## config.mk

```make
export PLATFORM = sky130hd
export DESIGN_NAME = pcm_serial_port
export DESIGN_NICKNAME = d
export VERILOG_FILES = /design/src/rtl/pcm_port_pkg.sv /design/src/rtl/pcm_sync_chain.sv /design/src/rtl/pcm_rx_deser.sv /design/src/rtl/pcm_tx_ser.sv /design/src/rtl/pcm_serial_port.sv
export SDC_FILE = /design/constraint.sdc
export NUM_CORES = 1
export LEC_CHECK = 0
export BUFFER_PORTS_ARGS = -buffer_cell sky130_fd_sc_hd__buf_2
export CORE_ASPECT_RATIO = 1.5
export CORE_MARGIN = 1.5
export CORE_UTILIZATION = 29
export CTS_CLUSTER_SIZE = 28
export DETAILED_ROUTE_END_ITERATION = 16
export HOLD_SLACK_MARGIN = 0.15
export RECOVER_POWER = 100
export SYNTH_ARGS = -nofsm -noshare
export SYNTH_HDL_FRONTEND = slang
export SYNTH_SLANG_ARGS = --single-unit
```

## constraint.sdc

```tcl
create_clock -name clk -period 4.4 [get_ports clk]
set_input_delay 0.44 -clock clk [delete_from_list [all_inputs] [get_ports clk]]
set_output_delay 0.44 -clock clk [all_outputs]
set_load 0.02 [all_outputs]
```

## src/rtl/pcm_port_pkg.sv

```systemverilog
// Package: constants and types shared by the PCM serial port modules.
// Assumes two channels of 8-bit samples.
package pcm_port_pkg;
    parameter int PCM_W   = 8;   // bits per sample
    parameter int PCM_NCH = 2;   // channels: 0 = A (send path), 1 = B (return path)

    typedef logic [PCM_W-1:0] pcm_word_t;
endpackage

```

## src/rtl/pcm_sync_chain.sv

```systemverilog
// Module: multi-bit, multi-stage synchroniser for asynchronous level inputs.
// Assumes each bit is an independent slow level (bit clock, frame sync),
// so per-bit synchronisation without a common handshake is adequate.
module pcm_sync_chain #(
    parameter int WIDTH  = 2,
    parameter int STAGES = 2
) (
    input  logic             clk,
    input  logic             rst_n,
    input  logic [WIDTH-1:0] async_in,
    output logic [WIDTH-1:0] sync_out
);
    logic [STAGES-1:0][WIDTH-1:0] chain;

    // Shift the asynchronous inputs through the flop chain.
    always_ff @(posedge clk) begin
        if (!rst_n) begin
            chain <= '0;
        end else begin
            chain[0] <= async_in;
            for (int s = 1; s < STAGES; s++) begin
                chain[s] <= chain[s-1];
            end
        end
    end

    assign sync_out = chain[STAGES-1];
endmodule

```

## src/rtl/pcm_rx_deser.sv

```systemverilog
// Module: capture side. Shifts one byte per channel on bit-clock falls after a
// frame start, then publishes the parallel words and raises the load strobe
// until the next fall. Assumes start and bit_fall never coincide
// (they come from opposite bit-clock edges).
module pcm_rx_deser
    import pcm_port_pkg::*;
#(
    parameter int W   = PCM_W,
    parameter int NCH = PCM_NCH
) (
    input  logic                   clk,
    input  logic                   rst_n,
    input  logic                   halt,
    input  logic                   start,
    input  logic                   bit_fall,
    input  logic [NCH-1:0]         sin,
    output logic [NCH-1:0][W-1:0]  par_out,
    output logic                   load_stb
);
    localparam int CW = $clog2(W + 1);

    logic [CW-1:0] bits_left;
    logic          armed;
    logic          shift_en;
    logic          last_bit;

    // Shift qualifiers shared by all channels.
    always_comb begin
        shift_en = !halt && !start && bit_fall && armed;
        last_bit = shift_en && (bits_left == CW'(1));
    end

    // Frame control: arm on start, count samples, raise and drop the strobe.
    always_ff @(posedge clk) begin
        if (!rst_n) begin
            bits_left <= '0;
            armed     <= 1'b0;
            load_stb  <= 1'b0;
        end else if (halt) begin
            bits_left <= '0;
            armed     <= 1'b0;
            load_stb  <= 1'b0;
        end else if (start) begin
            bits_left <= CW'(W);
            armed     <= 1'b1;
        end else if (bit_fall) begin
            load_stb <= last_bit;
            if (armed) begin
                bits_left <= bits_left - CW'(1);
                armed     <= !last_bit;
            end
        end
    end

    for (genvar c = 0; c < NCH; c++) begin : g_chan
        logic [W-1:0] shreg;

        // Per-channel shift register and parallel word update.
        always_ff @(posedge clk) begin
            if (!rst_n) begin
                shreg      <= '0;
                par_out[c] <= '0;
            end else if (shift_en) begin
                shreg <= {shreg[W-2:0], sin[c]};
                if (last_bit) begin
                    par_out[c] <= {shreg[W-2:0], sin[c]};
                end
            end
        end
    end
endmodule

```

## src/rtl/pcm_tx_ser.sv

```systemverilog
// Module: send side. Loads one byte per channel at frame start (processed or
// previously captured, per the pass-through select) and shifts it out MSB first
// on bit-clock rises. The drive enable covers exactly W bit periods.
// Assumes start is a subset of bit_rise.
module pcm_tx_ser
    import pcm_port_pkg::*;
#(
    parameter int W   = PCM_W,
    parameter int NCH = PCM_NCH
) (
    input  logic                   clk,
    input  logic                   rst_n,
    input  logic                   halt,
    input  logic                   start,
    input  logic                   bit_rise,
    input  logic                   thr_en,
    input  logic [NCH-1:0][W-1:0]  proc_word,
    input  logic [NCH-1:0][W-1:0]  cap_word,
    output logic [NCH-1:0]         sout,
    output logic                   oe
);
    localparam int CW = $clog2(W);

    logic [CW-1:0] bits_left;
    logic          load_en;
    logic          shift_en;

    // Load and shift qualifiers shared by all channels.
    always_comb begin
        load_en  = !halt && start;
        shift_en = !halt && !start && bit_rise && oe && (bits_left != '0);
    end

    // Drive-enable window and remaining-bit counter.
    always_ff @(posedge clk) begin
        if (!rst_n) begin
            bits_left <= '0;
            oe        <= 1'b0;
        end else if (halt) begin
            bits_left <= '0;
            oe        <= 1'b0;
        end else if (start) begin
            bits_left <= CW'(W - 1);
            oe        <= 1'b1;
        end else if (bit_rise && oe) begin
            if (bits_left == '0) begin
                oe <= 1'b0;
            end else begin
                bits_left <= bits_left - CW'(1);
            end
        end
    end

    for (genvar c = 0; c < NCH; c++) begin : g_chan
        logic [W-1:0] shreg;

        // Per-channel output shift register.
        always_ff @(posedge clk) begin
            if (!rst_n) begin
                shreg <= '0;
            end else if (load_en) begin
                shreg <= thr_en ? cap_word[c] : proc_word[c];
            end else if (shift_en) begin
                shreg <= {shreg[W-2:0], 1'b0};
            end
        end

        assign sout[c] = shreg[W-1];
    end
endmodule

```

## src/rtl/pcm_serial_port.sv

```systemverilog
// Module: top of the dual-channel PCM serial port. Synchronises the bit clock
// and frame sync, derives bit-clock edges and frame start in the system clock
// domain, and joins the capture and send halves. Assumes each bit-clock phase
// lasts at least three system-clock periods.
module pcm_serial_port
    import pcm_port_pkg::*;
#(
    parameter int DATA_W      = PCM_W,
    parameter int SYNC_STAGES = 2
) (
    input  logic              clk,
    input  logic              rst_n,
    input  logic              pd_req,
    input  logic              bit_clk,
    input  logic              frame_sync,
    input  logic              through_en,
    input  logic              ser_in_a,
    input  logic              ser_in_b,
    input  logic [DATA_W-1:0] proc_a,
    input  logic [DATA_W-1:0] proc_b,
    output logic [DATA_W-1:0] par_a,
    output logic [DATA_W-1:0] par_b,
    output logic              load_stb,
    output logic              ser_out_a,
    output logic              ser_out_b,
    output logic              ser_oe
);
    localparam int NCH = PCM_NCH;

    logic [1:0]                    sync_lvls;
    logic                          bclk_lvl;
    logic                          fsync_lvl;
    logic                          bclk_prev;
    logic                          fsync_prev;
    logic                          bclk_rise;
    logic                          bclk_fall;
    logic                          frame_start;
    logic [NCH-1:0][DATA_W-1:0]    cap_words;
    logic [NCH-1:0][DATA_W-1:0]    proc_words;
    logic [NCH-1:0]                sin_bits;
    logic [NCH-1:0]                sout_bits;

    pcm_sync_chain #(
        .WIDTH  (2),
        .STAGES (SYNC_STAGES)
    ) u_sync (
        .clk      (clk),
        .rst_n    (rst_n),
        .async_in ({frame_sync, bit_clk}),
        .sync_out (sync_lvls)
    );

    assign bclk_lvl  = sync_lvls[0];
    assign fsync_lvl = sync_lvls[1];

    // Remember the bit-clock level, and the sync level seen at each rise.
    always_ff @(posedge clk) begin
        if (!rst_n) begin
            bclk_prev  <= 1'b0;
            fsync_prev <= 1'b0;
        end else begin
            bclk_prev <= bclk_lvl;
            if (bclk_rise) begin
                fsync_prev <= fsync_lvl;
            end
        end
    end

    // Edge events and frame start (sync newly high at a rise).
    always_comb begin
        bclk_rise   = bclk_lvl && !bclk_prev;
        bclk_fall   = !bclk_lvl && bclk_prev;
        frame_start = bclk_rise && fsync_lvl && !fsync_prev;
    end

    assign sin_bits   = {ser_in_b, ser_in_a};
    assign proc_words = {proc_b, proc_a};

    pcm_rx_deser #(
        .W   (DATA_W),
        .NCH (NCH)
    ) u_rx (
        .clk      (clk),
        .rst_n    (rst_n),
        .halt     (pd_req),
        .start    (frame_start),
        .bit_fall (bclk_fall),
        .sin      (sin_bits),
        .par_out  (cap_words),
        .load_stb (load_stb)
    );

    pcm_tx_ser #(
        .W   (DATA_W),
        .NCH (NCH)
    ) u_tx (
        .clk       (clk),
        .rst_n     (rst_n),
        .halt      (pd_req),
        .start     (frame_start),
        .bit_rise  (bclk_rise),
        .thr_en    (through_en),
        .proc_word (proc_words),
        .cap_word  (cap_words),
        .sout      (sout_bits),
        .oe        (ser_oe)
    );

    assign par_a     = cap_words[0];
    assign par_b     = cap_words[1];
    assign ser_out_a = sout_bits[0];
    assign ser_out_b = sout_bits[1];
endmodule

```

==> results of run 1 <==
==> power breakdown <==
part | internal, mW | switching (mW)
Sequential | 0.565 | 0.00180
Combinational | 0.0216 | 0.0220
Clock | 0.387 | 0.223
Total | 0.974 | 0.247
==> sequential cells by signal (all words and copies together) (netlist names) <==
| signal | cells |
|---|---|
| bclk_prev | 1 |
| u_rx.load_stb | 1 |
| u_rx.g_chan.shreg | 14 |
| u_tx.bits_left | 3 |
| u_tx.g_chan.shreg | 16 |
| u_tx.oe | 1 |
| u_rx.bits_left | 4 |
| u_rx.armed | 1 |
| fsync_prev | 1 |
| u_rx.par_out | 16 |
| u_sync.sync_out | 2 |
| u_sync.chain | 2 |
==> worst reg2reg max path, stage by stage (launching register included) <==
cell and delay, ns:
dfxtp_1 0.43, and4bb_1 0.56, nand3_1 0.86, mux2i_1 0.40
nor2b_1 0.07
==> metrics by stage <==
step | cell area, um2 | worst slack, ns | total power [mW] | utilization [%]
final | 3160 | 1.96 | 1.22 | 35.3
after global routing | 3160 | 1.66 | 1.26 | 35.3
after CTS | 3210 | 2.50 | 1.24 | 35.9
after detailed placement | 2950 | 2.39 | 0.623 | 33.0
after global placement | 2950 | 2.40 | 0.623 | 33.0
after floorplan | 2700 | 2.98 | 0.606 | -
==> layout make-up <==
type	count	area share, %
Clock buffer	12	7.81
Clock inverter	2	0.317
Inverter	6	0.713
Multi-Input combinational cell	192	41.3
Sequential cell	62	39.3
Tap cell	110	4.36
Timing Repair Buffer	44	6.22
==> cells in the mapped netlist (2+ instances only) <==
cell       n  area [um2]
dfxtp_1   62        1240
nand3_1    2        10.0
a31oi_1    2        12.5
nand2_1   34         128
xnor2_1    3        26.3
nor2_1    19        71.3
and2_1     5        31.3
o32ai_1   11        96.3
and3_1     3        18.8
clkbuf_1   5        18.8
a21boi_1   7        52.6
a21boi_0   7        52.6
o32ai_2    2        32.5
nor2b_1   18         113
buf_4      5        37.5
o21ai_0    3        15.0
buf_6      3        33.8
mux2i_1   32         320
nor3_1    13        65.1
buf_2      5        25.0
nand2b_1   3        18.8
o21a_1     2        15.0
a21oi_1    5        25.0
inv_1      6        22.5
ha_1       4        50.1
xor2_1     2        17.5
==> how the worst max path moves through the flow <==
stage                                    to  slack [ns]  depth (start not counted)         startpoint
finish                      u_rx.par_out[1]        1.96                          4          bclk_prev
global route               u_rx.par_out[13]        1.66                          4          bclk_prev
CTS                 u_tx.g_chan[0].shreg[0]        2.50                          6  u_tx.bits_left[0]
detailed placement          u_rx.par_out[9]        2.39                          5             pd_req
global placement            u_rx.par_out[1]        2.40                          5             pd_req
floorplan                  u_rx.par_out[10]        2.98                          6             pd_req
==> logic make-up after synthesis <==
| group | after synthesis | share of synthesized area (%) |
|---|---|---|
| compound gates | 41 | 11.8 |
| xor+xnor | 5 | 1.62 |
| fa+ha+maj | 4 | 1.85 |
| simple gates | 109 | 21.3 |
| flops | 62 | 46.0 |
| buf+inv | 24 | 5.10 |
| mux | 33 | 12.3 |
==> per-layer routing <==
metal / GRT usage [%] / wire length [um] / vias to the layer above / part of all wire [%]
met1: 14.9 / 2350 / 938 / 42
met5: 0 / 0 / - / 0
met2: 20.1 / 2770 / 43 / 49
met4: 8.16 / 229 / 0 / 4.1
li1: - / - / 1030 / -
met3: 3.83 / 299 / 15 / 5.3
==> impl_metrics.yaml, run 1 <==
power_and_ir_drop:
  powerDensity_nw_per_um2: 387
  static-leakage-power_nw: 1.26
  max-vdd-ir-drop_mv: 0.195
yosys:
  synth_edf_count: 0
  postSynth.topFlopCell: "dfxtp_1"
  synth-seq-cells: 62
  synth_sequential_area_ratio_pct: 46.0
  syn-mean-instance-area_um2: 9.71
  synthesis.yosys.warnings: 0
  ys_async_sr_fraction_pct: 0
  post_synth_instance_area_um2: 2700
  synth_instances: 278
  synth_cell_types: 41
  syn_nets: 306
critical_path:
  worst-endpoint-arrival_ns: 2.64
  critical_path.max_stage_delay_ns: 0.86
  critPathSlowestCell: "nand3_1"
  launching_point_of_the_worst_reg2reg_path: "bclk_prev"
  worst-r2r-setup-slack_ns: 1.96
  end_kind: "flop"
  cell_by_cell_listing_of_the_critical_path: "and4bb_1 -> nand3_1 -> mux2i_1 -> nor2b_1"
  timing.critical_path.buf_inv: 0
  worst_r2r_endpoint: "u_rx.par_out[1]"
  criticalPathCategory: "flop to flop"
  path_max_fanout: 18
  critical_path_s_top_delay_family: "simple AND/OR/NAND/NOR gates"
  start_kind: "flop"
  rr_worst_depth: 4
  critPathRequiredTime_ns: 4.61
clock_network:
  postCtsHoldBufs: 0
  clk_pin_slew_worst_paths_ns: 0.05
  cts_sinks: 62
  ctsRootBufferMaster: "clkbuf_16"
  cts-htree-levels: 3
  cts_made_buffers: 9
  post_cts.resized_instances: 0
  cts_max_path_buffers: 2
  tritoncts: "yes"
  worstSkewPairLatency_ns: 0.32
  post-cts-setup-buffers: 0
cells_and_area:
  multiInputGateArea_um2: 1300
  nets: 343
  post_layout_nonfiller_instances: 428
  antenna-diode-count: 0
  regArea_um2: 1240
  fillerInstances: 925
  area_growth_syn_to_layout_pct: 17.0
  mostFrequentLayoutCell: "dfxtp_1"
  post_route_cells_drive_above_1_share_pct: 12.9
  final_cell_mix: "dfxtp_1 (62), nand2_1 (34), mux2i_1 (32)"
worst_hold_path:
  worstHoldEndpoint: "u_sync.chain[1]"
  min_path_type: "primary input to flop"
  timing.hold.worst.start: "frame_sync"
  timing.hold.worst_path_depth: 2
outcome:
  result_of_the_run: "finished clean"
drt:
  postRouteWirelength_um: 5650
  via_count: 2026
  drt-wirelength-per-cell_um: 13.2
  drt_pre_antenna_iters: 4
  vias_per_cell: 4.73
  remaining_drc_errors: 0
  antenna_left: 0
  number_of_drc_markers_in_iteration_0: 146
timing:
  skew_ns: 0.00249
  final_max_slew_viol_count: 0
  fin_worst_hold_slack_ns: 0.321
  grt_setup_unrepaired: "no"
  fin_crit_sh_pct: 55.4
  slew_headroom_pct: 5.95
  count_of_endpoints_failing_setup_in_the_final_report: 0
  timing.final.crit_period_ns: 2.44
  timing.fmax_mhz: 411
  slew_at_the_pin_closest_to_its_max_slew_limit_ns: 1.41
  hold_viol: 0
  final.setup.tns_ns: 0
global_routing:
  grt_first_pass_wirelength_um: 9480
  grt_max_degree: 43
  grt.total_usage_pct: 12.8
  grt_antenna_before_repair: 0
  grt_remaining_overflow: 0
  grt_pass1_vias: 2016
placement:
  globalplace.congestion: 0.748
  dp_hpwl_um: 4100
  port_buffers: 43
  place_inst: 414
floorplanning:
  design.die.area_um2: 9910
  die-width_um: 81.8
  start_util_pct: 30.2
  core_region_area_um2: 8930
  number_of_placement_rows: 42
  boundaryPins: 44
  die_y_um: 121
flow_run:
  max_cap_violations: 0
No activity file was read; power rests on OpenSTA's default activity.
==> run 2, diff against run 1 <==
--- a/config.mk
+++ b/config.mk
@@ -5,6 +5,7 @@
 export SDC_FILE = /design/constraint.sdc
 export NUM_CORES = 1
 export LEC_CHECK = 0
+export ABC_AREA = 1
 export BUFFER_PORTS_ARGS = -buffer_cell sky130_fd_sc_hd__buf_2
 export CORE_ASPECT_RATIO = 1.5
 export CORE_MARGIN = 1.5
==> constraint.sdc (replaced) <==
create_clock -name clk -period 2.2 [get_ports clk]
set_input_delay 0.22 -clock clk [delete_from_list [all_inputs] [get_ports clk]]
set_output_delay 0.22 -clock clk [all_outputs]
set_load 0.02 [all_outputs]
==> impl_metrics.yaml, run 2 <==
outcome:
  result_of_the_run: "finished clean"
critical_path:
  worst_path_most_repeated_cell: "nor2_1"
  end_kind: "flop"
  critPathSlowestCell: "dfxtp_1"
  worst-endpoint-arrival_ns: 2.03
  timing.critical_path.buf_inv: 3
  cell_by_cell_listing_of_the_critical_path: "inv_1 -> nand3_1 -> nor2_1 -> inv_2 -> nor2_8 -> inv_2 -> nor2_1 -> nor2_1"
  start_kind: "flop"
  critical_path_s_top_delay_family: "simple AND/OR/NAND/NOR gates"
  criticalPathCategory: "flop to flop"
  critPathRequiredTime_ns: 2.41
  path_max_fanout: 18
  critical_path.max_stage_delay_ns: 0.31
placement:
  dp_hpwl_um: 4690
  globalplace.congestion: 0.781
  port_buffers: 43
  place_inst: 541
drt:
  via_count: 2451
  drt-wirelength-per-cell_um: 11.8
  drt_pre_antenna_iters: 4
  antenna_left: 0
  remaining_drc_errors: 0
  postRouteWirelength_um: 6580
  number_of_drc_markers_in_iteration_0: 108
  vias_per_cell: 4.40
yosys:
  synthesis.yosys.warnings: 0
  synth.top_cells.by_count: "nand2_1 (114), dfxtp_1 (62), inv_1 (54)"
  synth_instances: 395
  synthDominantCellAreaShare_pct: 43.8
  synth_sequential_area_ratio_pct: 43.8
  synth_edf_count: 0
  ys_async_sr_fraction_pct: 0
  yosysTopAreaCell: "dfxtp_1"
  syn-mean-instance-area_um2: 7.17
  synth.most_common_cell: "nand2_1"
  synth_cell_types: 28
  syn_nets: 423
  postSynth.topFlopCell: "dfxtp_1"
  synth_top_cells_by_area: "dfxtp_1 (44%), nand2_1 (15%), inv_1 (7.2%), a21oi_1 (5.8%), o21ai_0 (4.6%)"
  post_synth_instance_area_um2: 2830
  synth-seq-cells: 62
global_routing:
  grt_first_pass_wirelength_um: 11000
  grt_pass1_vias: 2366
  grt_antenna_before_repair: 0
  grt_max_degree: 30
  grt.total_usage_pct: 13.5
  grt_remaining_overflow: 0
worst_hold_path:
  min_path_type: "primary input to flop"
timing:
  final.setup.tns_ns: 0
  timing.final.crit_period_ns: 1.82
  final_max_slew_viol_count: 0
  slew_headroom_pct: 11.8
  fin_worst_hold_slack_ns: 0.168
  fin_crit_sh_pct: 82.9
  hold_viol: 0
  timing.fmax_mhz: 549
  slew_at_the_pin_closest_to_its_max_slew_limit_ns: 1.32
  count_of_endpoints_failing_setup_in_the_final_report: 0
  skew_ns: 0.00282
  grt_setup_unrepaired: "no"
cells_and_area:
  area_growth_syn_to_layout_pct: 18.1
  regArea_um2: 1240
  multiInputGateArea_um2: 1240
  post_layout_nonfiller_instances: 557
  nets: 467
  fillerInstances: 1072
  final_cell_mix: "nand2_1 (115), dfxtp_1 (62), inv_1 (55)"
  largestRegisters: "u_rx.par_out: 16 flops, u_tx.g_chan.shreg: 16 flops, u_rx.g_chan.shreg: 14 flops"
  antenna-diode-count: 0
  post_route_cells_drive_above_1_share_pct: 14.0
  mostFrequentLayoutCell: "nand2_1"
clock_network:
  cts_sinks: 62
  cts_made_buffers: 9
  clk_pin_slew_worst_paths_ns: 0.05
  tritoncts: "yes"
  ctsRootBufferMaster: "clkbuf_16"
  worstSkewPairLatency_ns: 0.32
  cts_max_path_buffers: 2
  post-cts-setup-buffers: 0
  cts-htree-levels: 3
floorplanning:
  die-width_um: 83.7
  die_y_um: 124
  boundaryPins: 44
  number_of_placement_rows: 44
  design.die.area_um2: 10400
  core_region_area_um2: 9580
  start_util_pct: 29.6
power_and_ir_drop:
  power.total_mw: 2.47
  max-vdd-ir-drop_mv: 0.477
  powerDensity_nw_per_um2: 738
  static-leakage-power_nw: 1.48
flow_run:
  max_cap_violations: 0
==> run 2: logic make-up after synthesis <==
logic type | after synthesis | share of synthesized area [%]
AO/OA/AOI/OAI | 77 | 15.6
XOR/XNOR | 2 | 0.619
adder cells (fa/ha/maj) | 4 | 1.77
buffers and inverters | 76 | 11.2
flip-flops | 62 | 43.8
multiplexers | 3 | 1.15
AND/OR/NAND/NOR | 171 | 25.8
==> run 2: metrics by stage <==
stage          area [um2]  util, %  setup WS [ns]
2_1_floorplan        2830        -          0.752
3_3_place_gp         3140     32.8          0.536
3_5_place_dp         3140     32.8          0.466
4_1_cts              3410     35.6          0.442
5_1_grt              3340     34.9          0.160
6_report             3340     34.9          0.377
==> run 2: final timing paths <==
| path | startpoint | to | slack [ns] | depth (start not counted) |
|---|---|---|---|---|
| worst max register to register | u_sync.sync_out[0] | u_rx.par_out[7] | 0.38 | 8 |
| worst min-delay path | ser_in_a | u_rx.g_chan[0].shreg[0] | 0.17 | 3 |
| worst min register to register | u_sync.chain[1] | u_sync.sync_out[1] | 0.42 | 2 |
| worst max-delay path | u_sync.sync_out[0] | u_rx.par_out[7] | 0.38 | 8 |
==> run 2: where the power goes <==
group | leakage, nW | switching [mW] | internal (mW)
clock network | 0.128 | 0.460 | 0.775
logic | 0.853 | 0.0607 | 0.0366
registers | 0.500 | 0.00330 | 1.13
==> run 2: worst reg2reg max path, delay by kind of cell (launching register included) <==
family,cells,cell delay [ns]
flops,1,0.31
simple gates,5,0.88
buf+inv,3,0.51
==> run 2: timing repair <==
item	in CTS	in global routing
endpoints found under the setup margin	0	0
hold buffers	2	0
endpoints found under the hold margin	2	0
gates resized for setup	0	0
==> run 2: layer usage <==
layer  vias to the layer above  GRT usage, %  wire length [um]
li1                       1306             -                 -
met1                      1096          15.2              2850
met2                        35          23.7              3360
met3                        14          3.11               171
met4                         0          7.38               201
met5                         -             0                 0
==> run 2: cell type report <==
cell class,count,area share (%)
Clock inverter,2,0.299
Tap cell,115,4.30
Clock buffer,12,7.37
Sequential cell,62,37.1
Inverter,58,6.51
Multi-Input combinational cell,257,37.0
Timing Repair Buffer,51,7.37
==> run 3, diff against run 2 <==
--- a/config.mk
+++ b/config.mk
@@ -5,7 +5,7 @@
 export SDC_FILE = /design/constraint.sdc
 export NUM_CORES = 1
 export LEC_CHECK = 0
-export ABC_AREA = 1
+export ABC_AREA = 0
 export BUFFER_PORTS_ARGS = -buffer_cell sky130_fd_sc_hd__buf_2
 export CORE_ASPECT_RATIO = 1.5
 export CORE_MARGIN = 1.5
==> constraint.sdc (replaced) <==
create_clock -name clk -period 1.9 [get_ports clk]
set_input_delay 0.19 -clock clk [delete_from_list [all_inputs] [get_ports clk]]
set_output_delay 0.19 -clock clk [all_outputs]
set_load 0.02 [all_outputs]
==> impl_metrics.yaml, run 3 (synthesis results as in run 1) <==
outcome:
  result_of_the_run: "finished clean"
clock_network:
  cts_made_buffers: 9
  ctsRootBufferMaster: "clkbuf_16"
  worstSkewPairLatency_ns: 0.32
  cts_max_path_buffers: 2
  tritoncts: "yes"
  clk_pin_slew_worst_paths_ns: 0.05
  cts_sinks: 62
  cts-htree-levels: 3
  post-cts-setup-buffers: 0
floorplanning:
  start_util_pct: 30.2
  boundaryPins: 44
  number_of_placement_rows: 42
  die-width_um: 81.8
  die_y_um: 121
  design.die.area_um2: 9910
  core_region_area_um2: 8930
timing:
  slew_at_the_pin_closest_to_its_max_slew_limit_ns: 0.592
  skew_ns: 0.00496
  timing.fmax_mhz: 584
  fin_worst_hold_slack_ns: 0.155
  hold_viol: 0
  timing.final.crit_period_ns: 1.71
  final_max_slew_viol_count: 0
  grt_setup_unrepaired: "no"
  count_of_endpoints_failing_setup_in_the_final_report: 0
  fin_crit_sh_pct: 90.2
  slew_headroom_pct: 60.6
  final.setup.tns_ns: 0
drt:
  drt_pre_antenna_iters: 4
  number_of_drc_markers_in_iteration_0: 114
  postRouteWirelength_um: 5970
  remaining_drc_errors: 0
  drt-wirelength-per-cell_um: 13.6
  vias_per_cell: 4.82
  via_count: 2114
  antenna_left: 0
cells_and_area:
  final_cell_mix: "dfxtp_1 (62), nand2_1 (34), mux2i_1 (32)"
  final_core_occ_pct: 36.5
  area_growth_syn_to_layout_pct: 20.7
  nets: 353
  antenna-diode-count: 0
  mostFrequentLayoutCell: "dfxtp_1"
  post_route_cells_drive_above_1_share_pct: 14.6
  largestRegisters: "u_rx.par_out: 16 flops, u_tx.g_chan.shreg: 16 flops, u_rx.g_chan.shreg: 14 flops"
global_routing:
  grt_antenna_before_repair: 0
  grt_remaining_overflow: 0
  grt.total_usage_pct: 13.3
  grt_max_degree: 28
  grt_first_pass_wirelength_um: 9940
  grt_pass1_vias: 2082
power_and_ir_drop:
  static-leakage-power_nw: 1.31
  max-vdd-ir-drop_mv: 0.449
  power.total_mw: 2.88
  powerDensity_nw_per_um2: 885
critical_path:
  launching_point_of_the_worst_reg2reg_path: "u_sync.sync_out[0]"
  path_max_fanout: 16
  worst_r2r_endpoint: "u_rx.par_out[5]"
  end_kind: "flop"
  critPathRequiredTime_ns: 2.11
  rr_worst_depth: 5
  criticalPathCategory: "flop to flop"
  start_kind: "flop"
  worst-endpoint-arrival_ns: 1.92
  worst-r2r-setup-slack_ns: 0.19
flow_run:
  max_cap_violations: 0
placement:
  port_buffers: 43
  dp_hpwl_um: 4280
  globalplace.congestion: 0.750
worst_hold_path:
  worstHoldEndpoint: "u_tx.g_chan[0].shreg[4]"
  timing.hold.worst.start: "proc_a[4]"
  min_path_type: "primary input to flop"
  timing.hold.worst_path_depth: 3
## run 3: cell types whose count changed in the layout (fill, tap and decap cells not counted), sizes merged, moves of 13 or more
cell,previous run,this run
mux2i,1,32
nor2,36,19
a21boi,0,14
o32ai,0,13
nor2b,0,18
nor3,0,13
inv,57,6
a21oi,43,5
nand2,125,35
o21ai,26,3
## run 3: layout make-up
type                    count  area (um2)
fillers                   925        5680
clock buffers              14         264
inverters                   6        22.5
clock inverters             1        5.00
multi-input cells         192        1310
flip-flops and latches     62        1240
well taps                 110         138
repair buffers             54         280
## run 3: critical path, stage by stage (launching register included)
cell	delay (ns)
dfxtp_1	0.39
and4bb_4	0.26
nand3_1	0.16
buf_2	0.47
mux2i_1	0.26
nor2b_1	0.06
## run 3: worst max-delay path by stage
stage	startpoint	to	slack, ns	cells after the start
after floorplan	u_tx.bits_left[0]	u_tx.g_chan[0].shreg[6]	0.49	7
after global placement	u_tx.bits_left[0]	u_tx.g_chan[0].shreg[7]	0.26	6
after detailed placement	u_sync.sync_out[0]	u_tx.g_chan[1].shreg[6]	0.19	3
after CTS	u_sync.sync_out[0]	u_tx.g_chan[1].shreg[5]	0.17	3
after global routing	u_tx.bits_left[0]	u_tx.g_chan[0].shreg[3]	0.009	6
final	u_sync.sync_out[0]	u_rx.par_out[5]	0.19	5
## run 3: stage by stage
step	cell area (um2)	cells	worst slack, ns
after floorplan	2700	278	0.488
after global placement	3000	419	0.263
after detailed placement	3000	419	0.192
after CTS	3320	439	0.169
after global routing	3260	439	0.00905
final	3260	439	0.187
## run 3: routing by layer
metal,global-route usage (%),vias up,part of all wire [%]
li1,-,1052,-
met1,16.2,1005,45
met2,20.6,42,48
met3,3.23,15,3.8
met4,8.05,0,3.4
met5,0,-,0
## run 3: report_power, final
part           total, mW  switching (mW)  internal (mW)
Combinational      0.114          0.0554         0.0587
Clock               1.46           0.514          0.943
Sequential          1.31         0.00420           1.31
Total               2.88           0.573           2.31
## run 3: repair_timing
action / CTS / global route
endpoints found under the hold margin: 6 / 0
hold buffers: 5 / 0
gates resized for setup: 0 / 0
